### config.mk
export PLATFORM = sky130hd
export DESIGN_NAME = ping_reload_trigger
export DESIGN_NICKNAME = d
export VERILOG_FILES = /design/src/rtl/ping_reload_trigger.sv
export SDC_FILE = /design/constraint.sdc
export NUM_CORES = 1
export LEC_CHECK = 0
export BUFFER_PORTS_ARGS = -buffer_cell sky130_fd_sc_hd__buf_2
export CAP_MARGIN = 20
export CORE_MARGIN = 2
export CORE_UTILIZATION = 30
export DETAILED_ROUTE_END_ITERATION = 10
export GPL_TIMING_DRIVEN = 1
export PLACE_DENSITY = 0.53
export SLEW_MARGIN = 15
export SYNTH_ARGS = -nofsm -noshare
export SYNTH_HDL_FRONTEND = slang
export SYNTH_SLANG_ARGS = --single-unit
### constraint.sdc
create_clock -name clk -period 2.6 [get_ports clk]
set_input_delay 0.52 -clock clk [delete_from_list [all_inputs] [get_ports clk]]
set_output_delay 0.52 -clock clk [all_outputs]
set_load 0.05 [all_outputs]
### src/rtl/ping_reload_trigger.sv
module ping_reload_trigger (
  input  logic        clk,
  input  logic        rst,
  input  logic [7:0]  rx_data,
  input  logic        rx_valid,
  input  logic        rx_sof,
  input  logic        rx_eof,
  input  logic        rx_err,
  input  logic [31:0] local_ip,
  input  logic [15:0] node_addr,
  input  logic        reload_ack,
  output logic        reload_req
);
  localparam int PW       = 6;
  localparam int LAST_POS = 43;
  localparam logic [PW-1:0] POS_MAX = {PW{1'b1}};

  logic [PW-1:0] idx;
  logic          in_frm, ok, hit;

  wire          beat  = rx_valid & (rx_sof | in_frm);
  wire [PW-1:0] pos   = rx_sof ? '0 : idx;
  wire          ok_nx = (rx_sof | ok) & hit;
  wire          fire  = beat & rx_eof & ok_nx & ~rx_err & (pos >= PW'(LAST_POS));

  always_comb begin
    case (pos)
      6'd12:   hit = rx_data == 8'h08;
      6'd13:   hit = rx_data == 8'h00;
      6'd14:   hit = rx_data == 8'h45;
      6'd23:   hit = rx_data == 8'h01;
      6'd30:   hit = rx_data == local_ip[31:24];
      6'd31:   hit = rx_data == local_ip[23:16];
      6'd32:   hit = rx_data == local_ip[15:8];
      6'd33:   hit = rx_data == local_ip[7:0];
      6'd34:   hit = rx_data == 8'h08;
      6'd35:   hit = rx_data == 8'h00;
      6'd42:   hit = rx_data == node_addr[15:8];
      6'd43:   hit = rx_data == node_addr[7:0];
      default: hit = 1'b1;
    endcase
  end

  always_ff @(posedge clk) begin
    if (rst) begin
      idx        <= '0;
      in_frm     <= 1'b0;
      ok         <= 1'b0;
      reload_req <= 1'b0;
    end else begin
      if (beat) begin
        idx    <= (pos == POS_MAX) ? POS_MAX : pos + 1'b1;
        ok     <= ok_nx;
        in_frm <= ~rx_eof;
      end
      reload_req <= (reload_req & ~reload_ack) | (fire & ~reload_req);
    end
  end
endmodule


==> summary.txt, run 1 <==
GRT
  • Global Route met1 Usage: 24.6%
  • GRT busiest layer: met2
  • GRT met3 Usage: 2.91%
  • GRT overflow: 0
  • GRT Util Overall: 17.5%
  • Number of global-route vias before repair: 1,497
  • Global-route wire length before repair: 6.98 mm
  • GR Util met2: 27.8%
  • Antenna violations before repair: 0
  • Largest net degree at the start of global routing: 16

Placement
  • Dpl ws: 90.0 ps
  • Number of port buffers: 63
  • Gpl congestion: 0.832
  • HPWL Detailed: 3.47 mm

Worst setup path
  • CP max FO: 15
  • Slowest CP cell: or4b_1
  • Worst path cell trace: buf_4 -> nor4b_4 -> a32oi_1 -> nor3b_1 -> or4b_1 -> o2bb2a_4 -> o2111ai_2 -> a21oi_1
  • Bufs and invs on worst path: 1
  • Slowest Stage Delay on Critical Path: 530 ps
  • Largest delay share family, worst path: simple AND/OR/NAND/NOR gates
  • Worst EP required: 2770 ps
  • Arr. time, crit path: 2570 ps
  • Worst Setup Start Kind: flip-flop
  • Kind of critical path: reg -> reg
  • Crit end category: flip-flop

Logic synthesis
  • Post-Synth Simple-Gate Area: 41.0%
  • Post-Synth XOR/XNOR Area: 1.35%
  • Cell count after synthesis: 172
  • Post-synthesis cell area: 1290 um2
  • Asr flop ratio synth: 0%
  • Syn Nets: 235
  • Seq/Total Area, Yosys: 13.9%
  • Primary FF master, synth: dfxtp_1
  • Largest family of logic cells by synthesized area: simple AND/OR/NAND/NOR gates
  • Post-synth EDFFs: 0
  • Compound-Gate Fraction of Synth Area: 30.1%
  • Synth top cells by count: 14 x a21oi_1, 10 x nor2_1, 9 x and3_1, 9 x dfxtp_1, 9 x nor4_1
  • Mux contribution to synthesized area: 5.60%
  • Yosys top cell area share: 13.9%
  • Top cells by area, synth: dfxtp_1 14%, a21oi_1 5.4%, and3_1 4.3%
  • Synth warn: 0
  • Synth Area in Adders: 0%
  • Yosys cell types: 53
  • #FFs+latches synth: 9
  • Most frequent cell after synthesis: a21oi_1
  • Area leader, netlist: dfxtp_1
  • Avg Cell Area, Syn: 7.53 um2

Hold path
  • Min-delay worst type: in -> reg

Die
  • Ports: 64
  • Die footprint: 4860 um2
  • Core Area: 4090 um2
  • Die H: 69.7 um
  • Rows: 23
  • Die Span X: 69.7 um
  • Initial Util: 31.7%

Pwr
  • Leak: 0.726 nW
  • Cell Pwr Density: 272 nW/um2
  • Tot Pwr: 0.472 mW
  • Maximum vdd drop: 165 uV
  • Combinational Power Share: 30.8%
  • Net Sw Power: 0.144 mW
  • Switching share of total power: 30.5%
  • Seq pwr share: 33.7%
  • Internal: 0.328 mW
  • Clock power share: 35.5%

Route
  • Drt drc: 0
  • DR vias/cell: 5.60
  • DRT Pass-1 Iters: 6
  • Routed vias: 1,606
  • Routed wire length: 4.37 mm
  • Antenna Nets Post-Route: 0
  • Routed len/inst: 15.2 um
  • Iteration-0 DRC Markers: 77

Timing
  • Skew final: 3.80 ps
  • Final Max Slew Viols: 0
  • Worst relative slew slack: 57.5%
  • FMAX: 0.417 GHz
  • Final TNS setup: 0 ps
  • Worst Slack Setup Final: 205 ps
  • Min cycle time layout: 2400 ps
  • Final Cycle Share: 92.1%
  • # setup viols final: 0
  • Final hold violation count: 0
  • Slew @ Worst Pin: 635 ps
  • RSZ-0062 raised after global routing: no

Layout
  • Share of cells above drive strength 1: 37.6%
  • Layout Nets: 301
  • Footprint of the multi-input gates: 1010 um2
  • # diodes: 0
  • Register Area: 180 um2
  • Number of fill cells: 432
  • Area delta synth->final: 33.8%

Clock tree
  • Max Root-Sink Buffers: 2
  • # hold bufs at CTS: 0
  • Later-pin clock latency in the skew report: 240 ps
  • Post_cts resized: 0
  • Cts bufs inserted: 3
  • H-tree depth: 1
  • CTS Root Cell: clkbuf_8
  • Reg clk slew, reported paths: 50 ps
  • Post-CTS Setup Inserts: 0
  • TritonCTS clock tree: done
  • Clk sinks: 9

Job
  • Max-Cap Viols: 0

Status
  • Status: complete, no violations
power by group through the flow:
stage / logic [mW] / registers [mW] / clock network, mW
after CTS: 0.146 / 0.159 / 0.171
after global placement: 0.146 / 0.162 / 0
after global routing: 0.161 / 0.161 / 0.177
after floorplan: 0.0852 / 0.150 / 0
after detailed placement: 0.145 / 0.161 / 0
final: 0.145 / 0.159 / 0.167
sequential cells by signal (all words and copies together), names as in the netlist:
register    cells
idx             6
in_frm          1
ok              1
reload_req      1
layer usage:
metal | wire, um | part of all wire, %
met3 | 254 | 5.8
met1 | 2060 | 47
met2 | 2010 | 46
met5 | 0 | 0
met4 | 41 | 0.94
kinds of logic (layout without fill, tap and decap cells):
family / count (synthesis) / after routing
muxes: 7 / 7
and+or+nand+nor: 81 / 81
xor gates and xnor gates: 2 / 2
DFF: 9 / 9
AOI/OAI and AO/OA: 53 / 53
buffers and inverters: 20 / 85
final cells by class:
cell class | instances | area share, %
clock buffer | 4 | 2.60
sequential | 9 | 10.4
multi-input combinational | 143 | 58.5
tap | 50 | 3.61
timing repair buffer | 76 | 23.8
inverter | 5 | 1.08
final timing paths:
kind                             start  cells past startpoint  endpoint  slack, ps
worst max register to register  idx[2]                      8        ok        200
worst min register to register  in_frm                      2    in_frm        520
worst min-delay path            rx_eof                      2    in_frm        490
worst max-delay path            idx[2]                      8        ok        200
cell usage in the layout (no fill, tap or decap), drive strengths merged, types with 6 or more instances in the layout:
master	instances
buf	76
a21oi	14
nor4	11
nor2	10
and3	9
dfxtp	9
nand3	8
nand2	7
nand2b	6
nor3	6
o21ai	6
metrics by stage:
step,instance area [um2],instances,util [%],hold slack [ps]
6_report,1730,287,42.4,486
5_1_grt,1730,287,42.4,494
4_1_cts,1730,287,42.3,486
3_5_place_dp,1690,283,41.2,512
3_3_place_gp,1690,283,41.2,507
2_1_floorplan,1290,172,-,491
No activity file was read; power rests on OpenSTA's default activity.
==> run 2: changes to the inputs <==
Settings changed: ABC_AREA set to 1, PLACE_DENSITY 0.53 to unset.
==> summary.txt, run 2 <==
Layout
  • Share of cells above drive strength 1: 27.2%
  • Biggest register: idx
  • Footprint of the multi-input gates: 960 um2
  • Max reg flops: 6
  • Layout Nets: 384
  • Final Instance Count excl. Fillers: 370
  • Number of fill cells: 463
  • Most frequent cells in the layout: 71 x nand2_1, 63 x buf_2, 52 x nand3_1, 33 x inv_1, 33 x nor2_1
  • Register Area: 180 um2
  • Final core utilization: 42.9%
  • Most common cell after layout, fill and taps aside: nand2_1
  • Area delta synth->final: 34.8%
  • # diodes: 0

Clock tree
  • Cts bufs inserted: 3
  • Later-pin clock latency in the skew report: 240 ps
  • CTS Root Cell: clkbuf_8
  • Clk sinks: 9
  • H-tree depth: 1
  • Max Root-Sink Buffers: 2
  • Post-CTS Setup Inserts: 0
  • Post_cts resized: 0
  • Reg clk slew, reported paths: 50 ps
  • TritonCTS clock tree: done
  • # hold bufs at CTS: 0

Worst setup path
  • Arr. time, crit path: 2500 ps
  • Kind of critical path: in -> reg
  • Worst r2r dst: reload_req
  • CP max FO: 15
  • Worst Setup Start Kind: primary input
  • R2R depth: 14
  • Reg-to-reg setup timing slack: 500 ps
  • Crit path from: rx_sof
  • Worst EP required: 2770 ps
  • Critical path endpoint: reload_req
  • Crit end category: flip-flop
  • R2r startpoint: idx[5]

Die
  • Core Area: 4060 um2
  • Initial Util: 31.8%
  • Die H: 69.6 um
  • Die footprint: 4840 um2
  • Die Span X: 69.6 um
  • Rows: 23
  • Ports: 64

Logic synthesis
  • Syn Nets: 312
  • Primary FF master, synth: dfxtp_1
  • Post-Synth XOR/XNOR Area: 0.679%
  • Yosys top cell area share: 20.7%
  • Post-Synth Simple-Gate Area: 61.2%
  • Synth warn: 0
  • Asr flop ratio synth: 0%
  • Largest family of logic cells by synthesized area: simple AND/OR/NAND/NOR gates
  • Seq/Total Area, Yosys: 14.0%
  • Top cells by area, synth: nand2_1 21%, nand3_1 20%, dfxtp_1 14%
  • Synth Area in Adders: 0%
  • Synth top cells by count: 71 x nand2_1, 52 x nand3_1, 33 x inv_1, 33 x nor2_1, 11 x a21oi_1
  • #FFs+latches synth: 9
  • Mux contribution to synthesized area: 0%
  • Yosys cell types: 24
  • Compound-Gate Fraction of Synth Area: 12.5%
  • Avg Cell Area, Syn: 5.18 um2
  • Post-synthesis cell area: 1290 um2
  • Post-synth EDFFs: 0
  • Area leader, netlist: nand2_1
  • Most frequent cell after synthesis: nand2_1
  • Cell count after synthesis: 249

GRT
  • Antenna violations before repair: 0
  • Global-route wire length before repair: 7.00 mm
  • Largest net degree at the start of global routing: 16
  • GRT overflow: 0
  • GRT Util Overall: 17.7%
  • Number of global-route vias before repair: 1,571

Placement
  • HPWL Detailed: 3.70 mm
  • Gpl congestion: 0.940
  • DP Cell Count: 366
  • Number of port buffers: 63

Timing
  • FMAX: 0.429 GHz
  • Min cycle time layout: 2330 ps
  • Slew @ Worst Pin: 466 ps
  • Final Cycle Share: 89.7%
  • Final TNS setup: 0 ps
  • Worst relative slew slack: 68.7%
  • # setup viols final: 0
  • Final hold violation count: 0
  • Final Max Slew Viols: 0
  • RSZ-0062 raised after global routing: no
  • Skew final: 2.26 ps

Route
  • DR vias/cell: 4.73
  • DRT Pass-1 Iters: 4
  • Routed len/inst: 11.8 um
  • Antenna Nets Post-Route: 0
  • Routed wire length: 4.38 mm
  • Drt drc: 0
  • Iteration-0 DRC Markers: 93
  • Routed vias: 1,751

Job
  • Max-Cap Viols: 0

Pwr
  • Combinational Power Share: 26.7%
  • Switching share of total power: 30.3%
  • Leak: 0.999 nW
  • Seq pwr share: 35.8%
  • Internal: 0.308 mW
  • Cell Pwr Density: 254 nW/um2
  • Clock power share: 37.5%
  • Maximum vdd drop: 229 uV
  • Net Sw Power: 0.134 mW

Hold path
  • Hold-critical path depth: 2
  • Min-delay worst type: in -> reg

Status
  • Status: complete, no violations
run 2: cell types whose count changed in the layout (fill, tap and decap cells not counted), moves of 7 or more:
cell	delta
inv_1	+28
nor4_1	-7
nor2_1	+24
and3_1	-9
nand2_1	+64
buf_4	-7
nand3_1	+44
run 2: cell type report:
type,instances,share of cell area (%)
inverters,35,7.55
repair buffers,69,20.7
flip-flops and latches,9,10.4
clock buffers,4,2.59
well taps,50,3.60
multi-input cells,203,55.2
run 2: how the worst min path moves through the flow:
stage,to,from,slack [ps]
2_1_floorplan,ok,ok,440
3_3_place_gp,ok,ok,470
3_5_place_dp,reload_req,reload_req,470
4_1_cts,in_frm,rx_eof,470
5_1_grt,in_frm,rx_eof,490
6_report,in_frm,rx_eof,480
run 2: worst max-delay path: stages:
cell and delay, ps:
buf_2 130, inv_2 190, nand2_1 180, nor2_4 220, nand2_1 120, nor2_1 300, nand2_1 90, nand3_1 100
nor2_1 60, nand3_1 70, nand2_1 50, nor2_1 90, nand4_1 90, nand2_1 100, nand3_1 70, a21oi_1 110
run 2: cell families after synthesis:
family / count (synthesis)
buf+inv: 37
flops: 9
xor+xnor: 1
simple gates: 174
compound gates: 28
run 2: power by group through the flow:
stage / sequential [mW] / combinational, mW / clock [mW]
6_report: 0.158 / 0.118 / 0.166
3_3_place_gp: 0.161 / 0.118 / 0
4_1_cts: 0.158 / 0.118 / 0.169
5_1_grt: 0.159 / 0.132 / 0.179
2_1_floorplan: 0.158 / 0.0539 / 0
3_5_place_dp: 0.161 / 0.117 / 0
run 2: routing by layer:
metal,vias up,global-route usage (%),share of wire (%)
li1,959,-,-
met1,729,23.9,49
met2,58,29.5,44
met3,5,2.33,6.0
met4,0,5.01,0.73
met5,-,0,0
run 2: through the flow:
stage	power [mW]	hold WS [ps]	cell area (um2)	worst slack [ps]
final	0.442	478	1740	268
after global routing	0.470	486	1740	78.5
after detailed placement	0.278	470	1690	22.3
after CTS	0.445	474	1740	282
after global placement	0.279	472	1690	41.1
after floorplan	0.212	440	1290	645
==> run 3: changes to the inputs <==
Settings changed: CORE_ASPECT_RATIO set to 0.7.
==> summary.txt, run 3 (same netlist as run 2, synthesis figures left out) <==
Die
  • Die footprint: 4850 um2
  • Die Span X: 82.4 um
  • Die H: 58.9 um
  • Core Area: 4020 um2
  • Rows: 19
  • Ports: 64
  • Initial Util: 32.1%

Worst setup path
  • Arr. time, crit path: 2500 ps
  • Bufs and invs on worst path: 2
  • Largest delay share family, worst path: simple AND/OR/NAND/NOR gates
  • CP max FO: 15
  • CP dominant cell by count: nand2_1
  • Slowest Stage Delay on Critical Path: 250 ps
  • Slowest CP cell: nor2_1
  • Crit end category: flip-flop
  • Worst path cell trace: buf_2 -> inv_2 -> nand2_1 -> nor2_4 -> nand2_1 -> nor2_1 -> nand2_1 -> nand2_1 -> nor2_1 -> nand3_1 -> nand2_1 -> nor2_1 -> nand4_1 -> nand2_1 -> nand3_1 -> a21oi_1
  • Kind of critical path: in -> reg
  • Worst EP required: 2750 ps
  • Worst Setup Start Kind: primary input

Layout
  • Final Instance Count excl. Fillers: 370
  • Layout Nets: 382
  • Register Area: 180 um2
  • Final core utilization: 43.0%
  • Area delta synth->final: 34.0%
  • Most frequent cells in the layout: 71 x nand2_1, 63 x buf_2, 52 x nand3_1, 33 x inv_1, 32 x nor2_1
  • Biggest register: idx
  • Footprint of the multi-input gates: 962 um2
  • Max reg flops: 6
  • # diodes: 0
  • Share of cells above drive strength 1: 27.0%
  • Number of fill cells: 445
  • Most common cell after layout, fill and taps aside: nand2_1

Timing
  • Slew @ Worst Pin: 468 ps
  • Final Max Slew Viols: 0
  • Worst relative slew slack: 68.6%
  • FMAX: 0.427 GHz
  • Final TNS setup: 0 ps
  • Fin Hold WS: 469 ps
  • # setup viols final: 0
  • Skew final: 3.21 ps
  • Final Cycle Share: 90.1%
  • Final hold violation count: 0
  • Min cycle time layout: 2340 ps

Route
  • DR vias/cell: 4.95
  • DRT Pass-1 Iters: 4
  • Antenna Nets Post-Route: 0
  • Routed wire length: 4.59 mm
  • Drt drc: 0
  • Iteration-0 DRC Markers: 124
  • Routed len/inst: 12.4 um
  • Routed vias: 1,830

Placement
  • HPWL Detailed: 3.88 mm
  • Gpl congestion: 0.872
  • DP Cell Count: 366
  • Number of port buffers: 63

Clock tree
  • CTS Root Cell: clkbuf_8
  • Clk sinks: 9
  • H-tree depth: 1
  • Max Root-Sink Buffers: 2
  • Later-pin clock latency in the skew report: 230 ps
  • Reg clk slew, reported paths: 40 ps
  • Cts bufs inserted: 3
  • TritonCTS clock tree: done
  • # hold bufs at CTS: 0

Pwr
  • Cell Pwr Density: 254 nW/um2
  • Maximum vdd drop: 287 uV
  • Leak: 0.989 nW

GRT
  • Antenna violations before repair: 0
  • Global-route wire length before repair: 7.04 mm
  • Largest net degree at the start of global routing: 16
  • Number of global-route vias before repair: 1,496
  • GRT Util Overall: 18.8%
  • GRT overflow: 0

Hold path
  • Min-delay worst type: reg -> reg

Status
  • Status: complete, no violations

Job
  • Max-Cap Viols: 0
run 3: cell count changes in the layout (fill, tap and decap cells not counted), sizes merged:
cell / delta
buf: -2
run 3: power by group:
part           internal, mW  leakage, nW  switching, mW
Clock                 0.107       0.0228         0.0536
Combinational        0.0539        0.892         0.0660
Sequential            0.147       0.0738         0.0117
Total                 0.307        0.989          0.131
run 3: worst paths after layout:
path | startpoint | to | slack (ps) | cells after the start
worst max-delay path | rx_sof | reload_req | 260 | 16
worst min-delay path | ok | ok | 470 | 2
worst max register to register | idx[1] | reload_req | 470 | 16
worst min register to register | ok | ok | 470 | 2
run 3: worst register-to-register path: cells and delay by family, from the launching register on:
family                 cells  cell delay [ps]
AO/OA/AOI/OAI              1              140
buffers and inverters      2              150
flip-flops                 1              500
AND/OR/NAND/NOR           13             1280
run 3: per-layer routing:
metal | up-vias | wire, um | global-route usage, %
met5 | - | 0 | 0
met4 | 0 | 0 | 1.43
met3 | 0 | 526 | 3.53
met2 | 89 | 1650 | 25.0
met1 | 787 | 2420 | 31.4
li1 | 954 | - | -
run 3: metrics by stage:
stage	cell area (um2)	power (mW)	worst slack [ps]
6_report	1730	0.439	257
5_1_grt	1730	0.468	-5.11
4_1_cts	1730	0.442	270
3_5_place_dp	1680	0.279	45.3
3_3_place_gp	1680	0.281	55.9
2_1_floorplan	1290	0.212	645
run 3: layout make-up:
class	count	area share, %
multi-input combinational	203	55.6
timing repair buffer	67	20.0
sequential	9	10.4
inverter	35	7.60
tap	52	3.76
clock buffer	4	2.60
run 3: timing repair:
item / CTS / global route
setup buffers: 0 / 0
endpoints found under the setup margin: 0 / 1
resized for setup: 0 / 1
